--- config.mk ---
export PLATFORM = sky130hd
export DESIGN_NAME = hexpad_byte_editor
export DESIGN_NICKNAME = d
export VERILOG_FILES = /design/src/rtl/hexpad_byte_editor.sv
export SDC_FILE = /design/constraint.sdc
export NUM_CORES = 1
export LEC_CHECK = 0
export ABC_AREA = 1
export BUFFER_PORTS_ARGS = -buffer_cell sky130_fd_sc_hd__buf_2
export CAP_MARGIN = 40
export CORE_UTILIZATION = 38
export CTS_BUF_LIST = sky130_fd_sc_hd__clkbuf_8 sky130_fd_sc_hd__clkbuf_16
export DETAILED_ROUTE_END_ITERATION = 8
export PLACE_DENSITY = 0.75
export SLEW_MARGIN = 25
export SYNTH_ARGS = -nofsm -noshare
export SYNTH_HDL_FRONTEND = slang
export SYNTH_SLANG_ARGS = --single-unit
--- constraint.sdc ---
create_clock -name clk -period 1 [get_ports clk]
set_input_delay 0.2 -clock clk [delete_from_list [all_inputs] [get_ports clk]]
set_output_delay 0.2 -clock clk [all_outputs]
set_load 0.1 [all_outputs]
--- src/rtl/hexpad_byte_editor.sv ---
module hexpad_byte_editor #(
  parameter int ADDR_W = 16,
  parameter int DATA_W = 8,
  parameter int NIB    = 4,
  parameter int SYNC_N = 2
) (
  input  logic              clk,
  input  logic              rst_n,
  input  logic              key_stb,
  input  logic [NIB-1:0]    key_code,
  input  logic              sel_data,
  input  logic              wr_btn,
  output logic [ADDR_W-1:0] addr_led,
  output logic [DATA_W-1:0] data_led,
  output logic [DATA_W-1:0] rd_led,
  output logic [ADDR_W-1:0] mem_addr,
  output logic [DATA_W-1:0] mem_wdata,
  output logic              mem_we,
  input  logic [DATA_W-1:0] mem_rdata
);
  logic [ADDR_W-1:0] addr_q;
  logic [DATA_W-1:0] data_q;
  logic [SYNC_N-1:0] sync_q;
  logic              prev_q;
  logic              btn_rise;

  always_ff @(posedge clk) begin
    if (!rst_n) begin
      addr_q <= '0;
      data_q <= '0;
    end else if (key_stb) begin
      if (sel_data) data_q <= {data_q[DATA_W-NIB-1:0], key_code};
      else          addr_q <= {addr_q[ADDR_W-NIB-1:0], key_code};
    end
  end

  always_ff @(posedge clk) begin
    if (!rst_n) begin
      sync_q <= '0;
      prev_q <= 1'b0;
      rd_led <= '0;
    end else begin
      sync_q <= {sync_q[SYNC_N-2:0], wr_btn};
      prev_q <= sync_q[SYNC_N-1];
      rd_led <= mem_rdata;
    end
  end

  assign btn_rise  = sync_q[SYNC_N-1] & ~prev_q;
  assign mem_we    = rst_n & btn_rise & ~key_stb;
  assign addr_led  = addr_q;
  assign data_led  = data_q;
  assign mem_addr  = addr_q;
  assign mem_wdata = data_q;

  a_r5_single_pulse: assert property (@(posedge clk) disable iff (!rst_n)
    mem_we |=> !mem_we);
  a_r5_after_button: assert property (@(posedge clk) disable iff (!rst_n)
    $past(rst_n) && mem_we |-> $past(wr_btn, 2));
  a_r4_hold: assert property (@(posedge clk) disable iff (!rst_n)
    !key_stb |=> $stable(addr_led) && $stable(data_led));
  a_r2_addr_shift: assert property (@(posedge clk) disable iff (!rst_n)
    key_stb && !sel_data |=> addr_led[NIB-1:0] == $past(key_code) && $stable(data_led));
  a_r3_data_shift: assert property (@(posedge clk) disable iff (!rst_n)
    key_stb && sel_data |=> data_led[NIB-1:0] == $past(key_code) && $stable(addr_led));
  a_r7_readback: assert property (@(posedge clk) disable iff (!rst_n)
    $past(rst_n) |-> rd_led == $past(mem_rdata));
endmodule

### Word level (Yosys, flattened, before mapping)

Index checks and enable logic that the tools add are counted.

* register bits after elaboration: 35
* latch bits: 0
* bits in writable memories: 0
* memory bits (read-only): 0
* bits of input ports: 17
* output and inout port bits: 57
* logic and storage cells: 13
* memories: 0

* add/subtract/negate cells: 0
* $mul: 0
* divide/modulo/power cells: 0
* $lt $le $gt $ge: 0
* eq/ne operators: 0
* shift operators: 0
* muxes and demuxes: 0
* bitwise gates (word level): 6
* reductions and logical operators: 2

Operators by type and width (number)
* $reduce_and 2->1: 2
* $and 1x1->1: 3
* $not 1->1: 3

### Depth between registers and ports, before layout

Gate-level depths: netlist of the first run.

* depth in word-level cells: 4
* mapped depth: 6
* gate-level depth less buffers: 4

### Worst setup path after synthesis of the first run

Ideal clock, no wire load.

* path kind: input to output
* start: input key_stb
* end: output mem_we
* arrival: 2.590 ns
* data required time: 0.800 ns
* path slack: -1.790 ns
* stages on the path: 3
* buffers on the path: 2
* cell sequence: buf_4 -> buf_2 -> nor3_1

* cells in the longest elaborated chain, start to end: 2

Ends and longest elaborated chain
* start, declared: RTL line 9 `input logic key_stb,`
* $not 1->1: RTL line 50 `assign mem_we = rst_n & btn_rise & ~key_stb;`
* $and 1x1->1: RTL line 50
* end, declared: RTL line 18 `output logic mem_we,`

No other way between the ends.

### Final worst setup path of the first run

* start: register sync_q[1]
* end: output mem_we

* cells in the longest elaborated chain, start to end: 3

Ends and longest elaborated chain
* start, declared: RTL line 23 `logic [SYNC_N-1:0] sync_q;`
* start signal, assigned: RTL line 43 `sync_q <= {sync_q[SYNC_N-2:0], wr_btn};`
* $and 1x1->1: RTL line 49 `assign btn_rise = sync_q[SYNC_N-1] & ~prev_q;`
* $and 1x1->1 (2 in a row): RTL line 50

No other way between the ends.

==> key figures, run 1 <==
Job
  • # Max-Cap Violations: 0

Synth
  • Yosys cell types: 17
  • Xor-xnor portion of the synthesized cell area: 0%
  • Synth top area share: 44.2%
  • Synthesized area per cell: 7.93 um^2
  • Number of synthesized flops with an enable pin: 0
  • Most frequent cells after synthesis: 35 x dfxtp_1, 30 x nor2_1, 28 x nand2_1
  • Post-synthesis compound-gate area fraction: 5.05%
  • Mapped Cells: 200
  • Mux cell area share after synthesis: 0%
  • Register area share after synthesis: 44.2%
  • Largest family of logic cells by synthesized area: simple AND/OR/NAND/NOR gates
  • Synth Flop Type: dfxtp_1
  • Cell with the most instances after synthesis: dfxtp_1
  • Async SR Flop Fraction: 0%
  • Syn Nets: 217
  • Synth Area in Simple Gates: 26.9%
  • Post-Syn Area: 1590 um^2
  • Post-Synth Adder-Cell Area: 0%
  • Synth top area cells: dfxtp_1 44%, buf_4 13%, nor2_1 7.1%, nand2_1 6.6%, inv_1 6.4%
  • Flops & latches, synth: 35
  • Yosys top cell by area: dfxtp_1
  • Synth warn: 0

Drt
  • Routed wire per std cell: 10.9 um
  • Initial DRC count: 26
  • Vias per cell: 4.48
  • Drt first pass iters: 4
  • Number of antenna-violating nets in the routed design: 0
  • DRT Wirelength: 3.44 mm
  • DRC violations left: 0
  • Via count: between 1000 and 1500

Clock network
  • Clk Latency, worst-skew pair: 0.28 ns
  • CTS Buf Count: 5
  • Clock slew at reported path FFs: around 0.07 ns
  • Root Driver: clkbuf_8
  • Hold_buf cts: 0
  • H-Tree Depth: 2
  • CTS tree: built
  • Clock Sinks: 35
  • Max clock buf depth: 2

Critical path
  • Critical path type: reg -> out
  • Cell family contributing the most delay on the critical path: flip-flops
  • CP Capture Type: output port
  • Crit path cell chain: nand2_4 -> nor3_4 -> buf_12
  • Reg2Reg Setup Slack: 0.15 ns
  • Required @ worst endpoint: around 0.8 ns
  • Slowest cell delay on critical path: approximately 0.34 ns
  • Arrival time at the worst endpoint: 1.06 ns
  • Cells on worst reg2reg path: 5
  • Worst Setup Start Kind: flip-flop
  • Critical Path Sink: mem_we
  • CP Max Fanout: 2
  • RR Startpoint: addr_led[9]$_SDFFE_PN0P_
  • Worst setup startpoint: sync_q[1]$_SDFF_PN0_
  • Crit path depth: 3
  • Reg2Reg Capture Point: addr_led[13]$_SDFFE_PN0P_
  • Crit path max-delay cell type: dfxtp_2
  • Worst Path Buf+Inv: 1

Run status
  • Status: complete, but fails checks
  • Violated checks: setup timing

Floorplanning
  • Core Box Area: 4000 um^2
  • Initial Util: 39.7%
  • Row count: 23
  • Die ar.: 4440 um^2
  • Die Wd: ~67 um
  • Die H: ~67 um
  • Ports: 74

Timing
  • Fin crit share: 126%
  • Setup TNS: -2.09 ns
  • Hold Slack: 0.101 ns
  • Max Fclk: 0.794 GHz
  • Actual slew at the worst max-slew pin: 0.377 ns
  • Final worst slack: -0.260 ns
  • Final hold violations: 0
  • Final Max Slew Viols: 0
  • Min Tclk post-route: 1.26 ns
  • RSZ-0062 raised after global routing: true
  • Final setup fails: 49
  • Final Skew: ~0.0027 ns
  • Rel. slew slack: about three quarters

Cells and area
  • Layout cell share with drive strength beyond 1: approximately three fifths
  • Nets: ~280
  • Final instance area: 2940 um^2
  • Final core utilization: approximately three quarters
  • P&R area growth vs syn: 85.4%
  • # diodes: 0

Pwr
  • Combinational Power Share: a little over two fifths
  • Psw: 0.00186 W
  • Int Pwr: ~0.0026 W
  • Net Sw Frac: 41.7%
  • Total Power: 0.00446 W
  • Sequential power share: a little over a third
  • Power density of the placed cells: 1520 nW/um^2
  • Clock share of power: between 20% and 30%
  • Leak: 1.35 nW
  • Peak VDD IR: 0.000988 V

Placement
  • GPL Wtd Cong: 0.696
  • Placed cell area: approximately 2700 um^2
  • PortBufs: between 70 and 80
  • Final HPWL DP: about 2.5 mm

Global routing
  • Total global-route track usage: 17.1%
  • Global-route wire length before repair: around 5.7 mm
  • Initial antenna violation count: 0
  • Largest net degree at the start of global routing: 35
  • Gr ovfl total: 0
  • Vias in the first global route: 1315

Min path
  • Worst hold path type: in -> reg
  • Hold Path Origin: mem_rdata[0]
repair_timing:
action                                  CTS  global route
gates resized for setup                   3             0
endpoints found under the setup margin   53            57
buffers inserted                         14             0
cell usage in the layout, fill, tap and decap left out:
cell	netlist	routed
buf_2	4	16
nand3_1	6	6
nand2_4	0	1
inv_6	1	1
nor3_4	0	1
nor2_4	1	1
dfxtp_4	0	24
clkinv_2	0	1
o21ai_0	8	8
dfxtp_1	35	2
inv_2	1	1
nand2_1	28	27
buf_4	27	18
dfxtp_2	0	9
nand3_2	10	10
a21oi_1	8	8
inv_1	27	29
buf_12	1	57
clkbuf_8	0	5
nor2_2	10	10
nor2_1	30	30
final cells by class:
class	count	area, um^2
clock inverters	3	12.5
well taps	50	62.6
repair buffers	91	1360
clock buffers	5	68.8
inverters	29	114
fillers	261	1060
multi-input cells	102	526
flip-flops and latches	35	802
cells by family after synthesis:
group | after synthesis
DFF | 35
AOI/OAI and AO/OA | 16
buffers and inverters | 63
and+or+nand+nor | 86
power groups by stage:
| stage | Clock, W | Combinational, W | Sequential (W) |
|---|---|---|---|
| after floorplan | 0 | 0.000840 | 0.00213 |
| after global placement | 0 | 0.00185 | 0.00163 |
| after detailed placement | 0 | 0.00187 | 0.00164 |
| after CTS | 0.000975 | 0.00193 | 0.00160 |
| after global routing | 0.00103 | 0.00200 | 0.00161 |
| final | 0.000941 | 0.00193 | 0.00160 |
how the worst min path moves through the flow:
stage | slack, ns | endpoint | cells past startpoint
after floorplan | 0.30 | rd_led[0]$_SDFF_PN0_ | 2
after global placement | 0.38 | rd_led[5]$_SDFF_PN0_ | 3
after detailed placement | 0.38 | rd_led[0]$_SDFF_PN0_ | 3
after CTS | 0.09 | rd_led[0]$_SDFF_PN0_ | 3
after global routing | 0.10 | rd_led[0]$_SDFF_PN0_ | 3
final | 0.10 | rd_led[0]$_SDFF_PN0_ | 3
registers in the layout (all words and copies together) (netlist names):
register  cells
addr_led     16
rd_led        8
prev_q        1
sync_q        2
data_led      8
per-stage QoR:
| step | cells | setup WS (ns) |
|---|---|---|
| 6_report | 315 | -0.260 |
| 4_1_cts | 315 | -0.287 |
| 3_5_place_dp | 293 | -0.0115 |
| 5_1_grt | 315 | -0.326 |
| 2_1_floorplan | 200 | -0.445 |
| 3_3_place_gp | 293 | -0.0299 |
layer usage:
layer | wire (um) | GRT usage (%) | vias up
met1 | 1370 | 19.1 | 646
met3 | 240 | 5.14 | 3
met4 | 25 | 5.59 | 0
met2 | 1810 | 30.6 | 61
met5 | 0 | 0 | -
li1 | - | - | 700
worst register-to-register path, cell delays in order, from the launching register on:
cell	delay (ns)
dfxtp_4	0.37
buf_4	0.14
inv_1	0.07
nand3_2	0.07
nand2_1	0.08
nor2_2	0.03
Note: power is estimated with default switching activity, not from simulation.
==> inputs of run 2 (changes only) <==
Settings changed: TNS_END_PERCENT from default to 30.
==> run 2 against run 1 <==
- the run still ends with setup timing left
- maximum frequency is 1.3% higher
- combinational power hardly changed
- sequential share of layout area is 0.28 points higher
- clock-buffer cell count is 1 higher
- largest power group unchanged
- sequential power hardly changed
- clock power is 8% higher
- design area is 1.0% lower
==> key figures, run 2 (synthesized netlist as in run 1, its figures left out) <==
Run status
  • Status: complete, but fails checks
  • Violated checks: setup timing

Clock network
  • Clock Sinks: 35 (unchanged)
  • CTS Buf Count: 5 (unchanged)
  • Root Driver: clkbuf_8
  • Clock slew at reported path FFs: 0.08 ns (about the same)
  • Max clock buf depth: 2 (unchanged)
  • H-Tree Depth: 2 (unchanged)
  • CTS tree: built
  • Clk Latency, worst-skew pair: 0.28 ns (about the same)

Global routing
  • Global-route wire length before repair: 5.37 mm (-6.6%)
  • Vias in the first global route: 1194 (-9.2%)
  • Total global-route track usage: 16.2% (-0.90 points)
  • Gr ovfl total: 0 (unchanged)
  • Largest net degree at the start of global routing: 35 (unchanged)
  • Initial antenna violation count: 0 (unchanged)

Timing
  • Min Tclk post-route: 1.24 ns (-0.0167 ns)
  • Rel. slew slack: 79.1% (+4.3 points)
  • Final worst slack: -0.243 ns (+0.0167 ns)
  • Hold Slack: 0.0984 ns (-0.00239 ns)
  • RSZ-0062 raised after global routing: true
  • Final Skew: 0.0114 ns (+0.00871 ns)
  • Final Max Slew Viols: 0 (unchanged)
  • Final hold violations: 0 (unchanged)
  • Fin crit share: 124% (-1.7 points)
  • Actual slew at the worst max-slew pin: 0.313 ns (-0.0643 ns)
  • Max Fclk: 0.805 GHz (+1.3%)
  • Final setup fails: 49 (unchanged)

Cells and area
  • Most frequent cells in the layout: 58 x buf_12, 30 x nor2_1, 28 x inv_1
  • Fill cells: 277 (+6.1%)
  • # diodes: 0 (unchanged)
  • Max reg flops: 16 (unchanged)
  • Layout cell share with drive strength beyond 1: 57.8% (-0.74 points)
  • P&R area growth vs syn: 83.5%
  • Commonest non-fill, non-tap cell in the layout: buf_12
  • Nets: 274 (-2.5%)
  • Final instance area: 2910 um^2 (-1.0%)

Min path
  • Worst hold path type: in -> reg
  • Worst hold path depth: 3 (unchanged)

Floorplanning
  • Row count: 23 (unchanged)
  • Core Box Area: 4000 um^2 (unchanged)
  • Ports: 74 (unchanged)
  • Die ar.: 4440 um^2 (unchanged)
  • Die H: 66.6 um (unchanged)
  • Die Wd: 66.6 um (unchanged)
  • Initial Util: 39.7% (unchanged)

Critical path
  • RR Startpoint: addr_led[1]$_SDFFE_PN0P_
  • Reg2Reg Capture Point: addr_led[5]$_SDFFE_PN0P_
  • Crit path max-delay cell type: dfxtp_2
  • Slowest cell delay on critical path: 0.34 ns (about the same)
  • Worst setup startpoint: sync_q[1]$_SDFF_PN0_
  • Crit path cell chain: nand2_4 -> nor3_4 -> buf_12
  • CP Capture Type: output port
  • Required @ worst endpoint: 0.80 ns (about the same)
  • Critical path type: reg -> out
  • Worst Setup Start Kind: flip-flop
  • CP Max Fanout: 2 (unchanged)
  • Cell family contributing the most delay on the critical path: flip-flops
  • Cells on worst reg2reg path: 5 (unchanged)
  • Crit path depth: 3 (unchanged)
  • Reg2Reg Setup Slack: 0.18 ns (+0.03 ns)
  • Critical Path Sink: mem_we
  • Worst Path Buf+Inv: 1 (unchanged)
  • Arrival time at the worst endpoint: 1.04 ns (-0.02 ns)

Pwr
  • Clock share of power: 22.5% (+1.4 points)
  • Sequential power share: 35.3% (-0.5 points)
  • Combinational Power Share: 42.2% (-1.0 points)
  • Power density of the placed cells: 1550 nW/um^2 (+2.3%)
  • Psw: 0.00185 W (-0.34%)
  • Int Pwr: 0.00266 W (+2.4%)
  • Net Sw Frac: 41.0% (-0.66 points)
  • Peak VDD IR: 0.000874 V (-12%)
  • Leak: 1.32 nW (-2.3%)

Drt
  • Via count: 1362 (-3.4%)
  • Drt first pass iters: 4 (unchanged)
  • Vias per cell: 4.42 (-1.2%)
  • Initial DRC count: 48 (+85%)
  • DRT Wirelength: 3.38 mm (-1.7%)
  • DRC violations left: 0 (unchanged)
  • Number of antenna-violating nets in the routed design: 0 (unchanged)
  • Routed wire per std cell: 11.0 um (+0.58%)

Placement
  • GPL Wtd Cong: 0.756 (+8.7%)
  • Final HPWL DP: 2.53 mm (+0.62%)
  • Placed cell area: 2750 um^2 (+0.27%)
  • PortBufs: 73 (unchanged)
  • Pre-CTS setup slack: -0.0710 ns (-0.0595 ns)

Job
  • # Max-Cap Violations: 0 (unchanged)
-- run 2: cell type report --
type                    count  area [um^2]  share of cell area [%]
clock buffers               6         82.6                    2.84
clock inverters             2         8.76                   0.301
multi-input cells         102          526                    18.0
well taps                  50         62.6                    2.15
flip-flops and latches     35          802                    27.5
inverters                  29          114                    3.91
repair buffers             84         1320                    45.2
-- run 2: worst min path at each step --
stage                  from                   end  slack, ns
2_1_floorplan  mem_rdata[0]  rd_led[0]$_SDFF_PN0_       0.30
6_report             wr_btn  sync_q[0]$_SDFF_PN0_        0.1
4_1_cts              wr_btn  sync_q[0]$_SDFF_PN0_       0.09
5_1_grt              wr_btn  sync_q[0]$_SDFF_PN0_       0.09
3_3_place_gp   mem_rdata[0]  rd_led[0]$_SDFF_PN0_       0.38
3_5_place_dp   mem_rdata[5]  rd_led[5]$_SDFF_PN0_       0.38
-- run 2: worst min-delay path: cells and delay by family --
family	cells	cell delay, ns
simple gates	1	0.04
buf+inv	2	0.12
-- run 2: through the flow --
step / std cells / util (%) / power, W / setup TNS (ns)
2_1_floorplan: 200 / - / 0.00296 / -1.55
3_3_place_gp: 294 / 68.8 / 0.00349 / 0
3_5_place_dp: 294 / 68.8 / 0.00351 / -0.0710
4_1_cts: 307 / 72.5 / 0.00456 / -2.63
5_1_grt: 308 / 72.8 / 0.00469 / -3.32
6_report: 308 / 72.8 / 0.00452 / -1.96
-- run 2: repair_timing --
item                                    4_1_cts  5_1_grt
pin swaps                                     0        0
gates resized for setup                      11        1
endpoints found under the setup margin       57       57
buffers inserted                              5        1
hold buffers                                  0        0
-- run 2: power groups by stage --
stage | clock network [W] | registers [W] | logic [W]
finish | 0.00102 | 0.00160 | 0.00190
global route | 0.00111 | 0.00161 | 0.00197
CTS | 0.00105 | 0.00160 | 0.00191
detailed placement | 0 | 0.00163 | 0.00188
global placement | 0 | 0.00163 | 0.00186
floorplan | 0 | 0.00213 | 0.000838
-- run 2: layer usage --
layer  track usage (%)  share of wire [%]  vias up
li1                  -                  -      691
met3              5.65                8.6        2
met2              29.7                 54       60
met1              16.5                 37      609
met4              6.65               0.56        0
met5                 0                  0        -
==> inputs of run 3 (changes only) <==
Settings changed: CORE_MARGIN from default to 10.
==> run 3 against run 2 <==
- the flow still finishes with violations (setup timing)
- combinational power about the same
- hold slack improved by 0.0017 ns
- worst setup slack improved by 0.031 ns
- core utilization fell by 1.5 points
- critical path type unchanged
- critical endpoint unchanged
- largest cell class unchanged
- largest power group unchanged
==> key figures, run 3 (synthesized netlist as in run 1, its figures left out) <==
Timing
  • Min Tclk post-route: 1.21 ns (-0.0312 ns)
  • Fin crit share: 121% (-3.1 points)
  • Final Max Slew Viols: 0 (unchanged)
  • Rel. slew slack: 78.9% (-0.29 points)
  • Final Skew: 0.00379 ns (-0.00765 ns)
  • Hold Slack: 0.100 ns (+0.00168 ns)
  • Actual slew at the worst max-slew pin: 0.317 ns (+0.00436 ns)
  • Final worst slack: -0.212 ns (+0.0312 ns)
  • Max Fclk: 0.825 GHz (+2.6%)
  • Final setup fails: 49 (unchanged)
  • Final hold violations: 0 (unchanged)
  • RSZ-0062 raised after global routing: true

Clock network
  • Clock slew at reported path FFs: 0.07 ns (about the same)
  • Max clock buf depth: 2 (unchanged)
  • Clk Latency, worst-skew pair: 0.28 ns (about the same)
  • Clock Sinks: 35 (unchanged)
  • CTS Buf Count: 5 (unchanged)
  • H-Tree Depth: 2 (unchanged)
  • CTS tree: built
  • Root Driver: clkbuf_8
  • Hold_buf cts: 0 (unchanged)

Run status
  • Status: complete, but fails checks
  • Violated checks: setup timing

Critical path
  • Arrival time at the worst endpoint: 1.01 ns (-0.03 ns)
  • Cell family contributing the most delay on the critical path: flip-flops
  • Worst Setup Start Kind: flip-flop
  • Slowest cell delay on critical path: 0.32 ns (-0.02 ns)
  • CP Max Fanout: 2 (unchanged)
  • Worst Path Buf+Inv: 1 (unchanged)
  • Crit path max-delay cell type: dfxtp_2
  • CP Capture Type: output port
  • Crit path cell chain: nand2_2 -> nor3_4 -> buf_12
  • Required @ worst endpoint: 0.80 ns (about the same)
  • Critical path type: reg -> out

Pwr
  • Total Power: 0.00441 W (-2.3%)
  • Net Sw Frac: 41.7% (+0.64 points)
  • Sequential power share: 36.2% (+0.9 points)
  • Combinational Power Share: 42.9% (+0.7 points)
  • Clock share of power: 20.8% (-1.7 points)
  • Psw: 0.00184 W (-0.76%)
  • Power density of the placed cells: 1540 nW/um^2 (-0.88%)
  • Leak: 1.30 nW (-1.8%)
  • Int Pwr: 0.00258 W (-3.3%)
  • Peak VDD IR: 0.000933 V (+6.7%)

Cells and area
  • Nets: 272 (-0.73%)
  • # diodes: 0 (unchanged)
  • P&R area growth vs syn: 80.9%
  • Layout cell share with drive strength beyond 1: 57.4% (-0.33 points)
  • Commonest non-fill, non-tap cell in the layout: buf_12
  • Most frequent cells in the layout: 57 x buf_12, 30 x nor2_1, 29 x inv_1
  • Max reg flops: 16 (unchanged)

Placement
  • PortBufs: 73 (unchanged)
  • GPL Wtd Cong: 0.759 (+0.36%)
  • Final HPWL DP: 3.13 mm (+24%)

Drt
  • Number of antenna-violating nets in the routed design: 0 (unchanged)
  • Routed wire per std cell: 12.7 um (+16%)
  • Via count: 1347 (-1.1%)
  • Initial DRC count: 46 (-4.2%)
  • DRC violations left: 0 (unchanged)
  • Drt first pass iters: 4 (unchanged)
  • Vias per cell: 4.40 (-0.45%)
  • DRT Wirelength: 3.89 mm (+15%)

Floorplanning
  • Die ar.: 7160 um^2 (+61%)
  • Core Box Area: 4030 um^2 (+0.72%)
  • Die Wd: 84.6 um (+27%)
  • Initial Util: 39.4% (-0.28 points)
  • Row count: 23 (unchanged)
  • Ports: 74 (unchanged)
  • Die H: 84.6 um (+27%)

Global routing
  • Gr ovfl total: 0 (unchanged)
  • Initial antenna violation count: 0 (unchanged)
  • Total global-route track usage: 11.3% (-4.9 points)
  • Largest net degree at the start of global routing: 35 (unchanged)
  • Global-route wire length before repair: 6.73 mm (+25%)
  • Vias in the first global route: 1448 (+21%)

Min path
  • Worst hold path type: in -> reg

Job
  • # Max-Cap Violations: 0 (unchanged)
==> run 3: cell count changes in the layout (fill, tap and decap cells not counted) <==
cell	delta
buf_12	-1
buf_4	-1
clkbuf_8	-1
dfxtp_1	-1
dfxtp_2	+1
inv_1	+1
nand2_2	+1
nand2_4	-1
==> run 3: area by class of cell <==
type	instances	area (um^2)
Multi-Input combinational cell	102	520
Clock buffer	5	68.8
Tap cell	50	62.6
Clock inverter	3	12.5
Sequential cell	35	803
Fill cell	290	1160
Timing Repair Buffer	82	1290
Inverter	29	114
==> run 3: per-layer routing <==
layer  share of wire, %  GRT usage, %
met5                  0             0
met4                2.3          4.64
met3                 15          8.21
met2                 48          18.3
met1                 35          10.9
==> run 3: per-stage QoR <==
stage / setup slack (ns) / instances / setup TNS [ns] / area [um^2] / utilization (%)
floorplan: -0.445 / 200 / -1.55 / 1830 / -
finish: -0.212 / 306 / -2.17 / 2870 / 71.2
detailed placement: 0.0263 / 295 / 0 / 2750 / 68.2
global route: -0.274 / 306 / -3.94 / 2870 / 71.2
CTS: -0.226 / 305 / -2.92 / 2860 / 71.1
global placement: 0.0271 / 295 / 0 / 2750 / 68.2
==> run 3: power groups by stage <==
stage	Sequential, W	Clock, W	Combinational, W
finish	0.00160	0.000920	0.00190
global route	0.00161	0.00105	0.00197
CTS	0.00160	0.000967	0.00191
detailed placement	0.00163	0	0.00189
global placement	0.00163	0	0.00188
floorplan	0.00213	0	0.000838
==> run 3: worst paths after layout <==
check / slack (ns) / from / depth (start not counted) / to
setup reg to reg: 0.19 / addr_led[1]$_SDFFE_PN0P_ / 5 / addr_led[5]$_SDFFE_PN0P_
setup / recovery: -0.21 / sync_q[1]$_SDFF_PN0_ / 3 / mem_we
hold reg to reg: 0.42 / sync_q[0]$_SDFF_PN0_ / 2 / sync_q[1]$_SDFF_PN0_
hold / removal: 0.10 / mem_rdata[0] / 3 / rd_led[0]$_SDFF_PN0_
==> run 3: timing repair <==
item                                    CTS  global route
setup buffers                             2             1
endpoints found under the setup margin   57            57
resized for setup                        12             0
==> run 3: worst reg2reg max path, stage by stage, from the launching register on <==
cell     delay [ns]
dfxtp_4        0.36
buf_4          0.14
inv_1          0.05
nand3_2        0.05
nand2_1        0.07
nor2_2         0.03
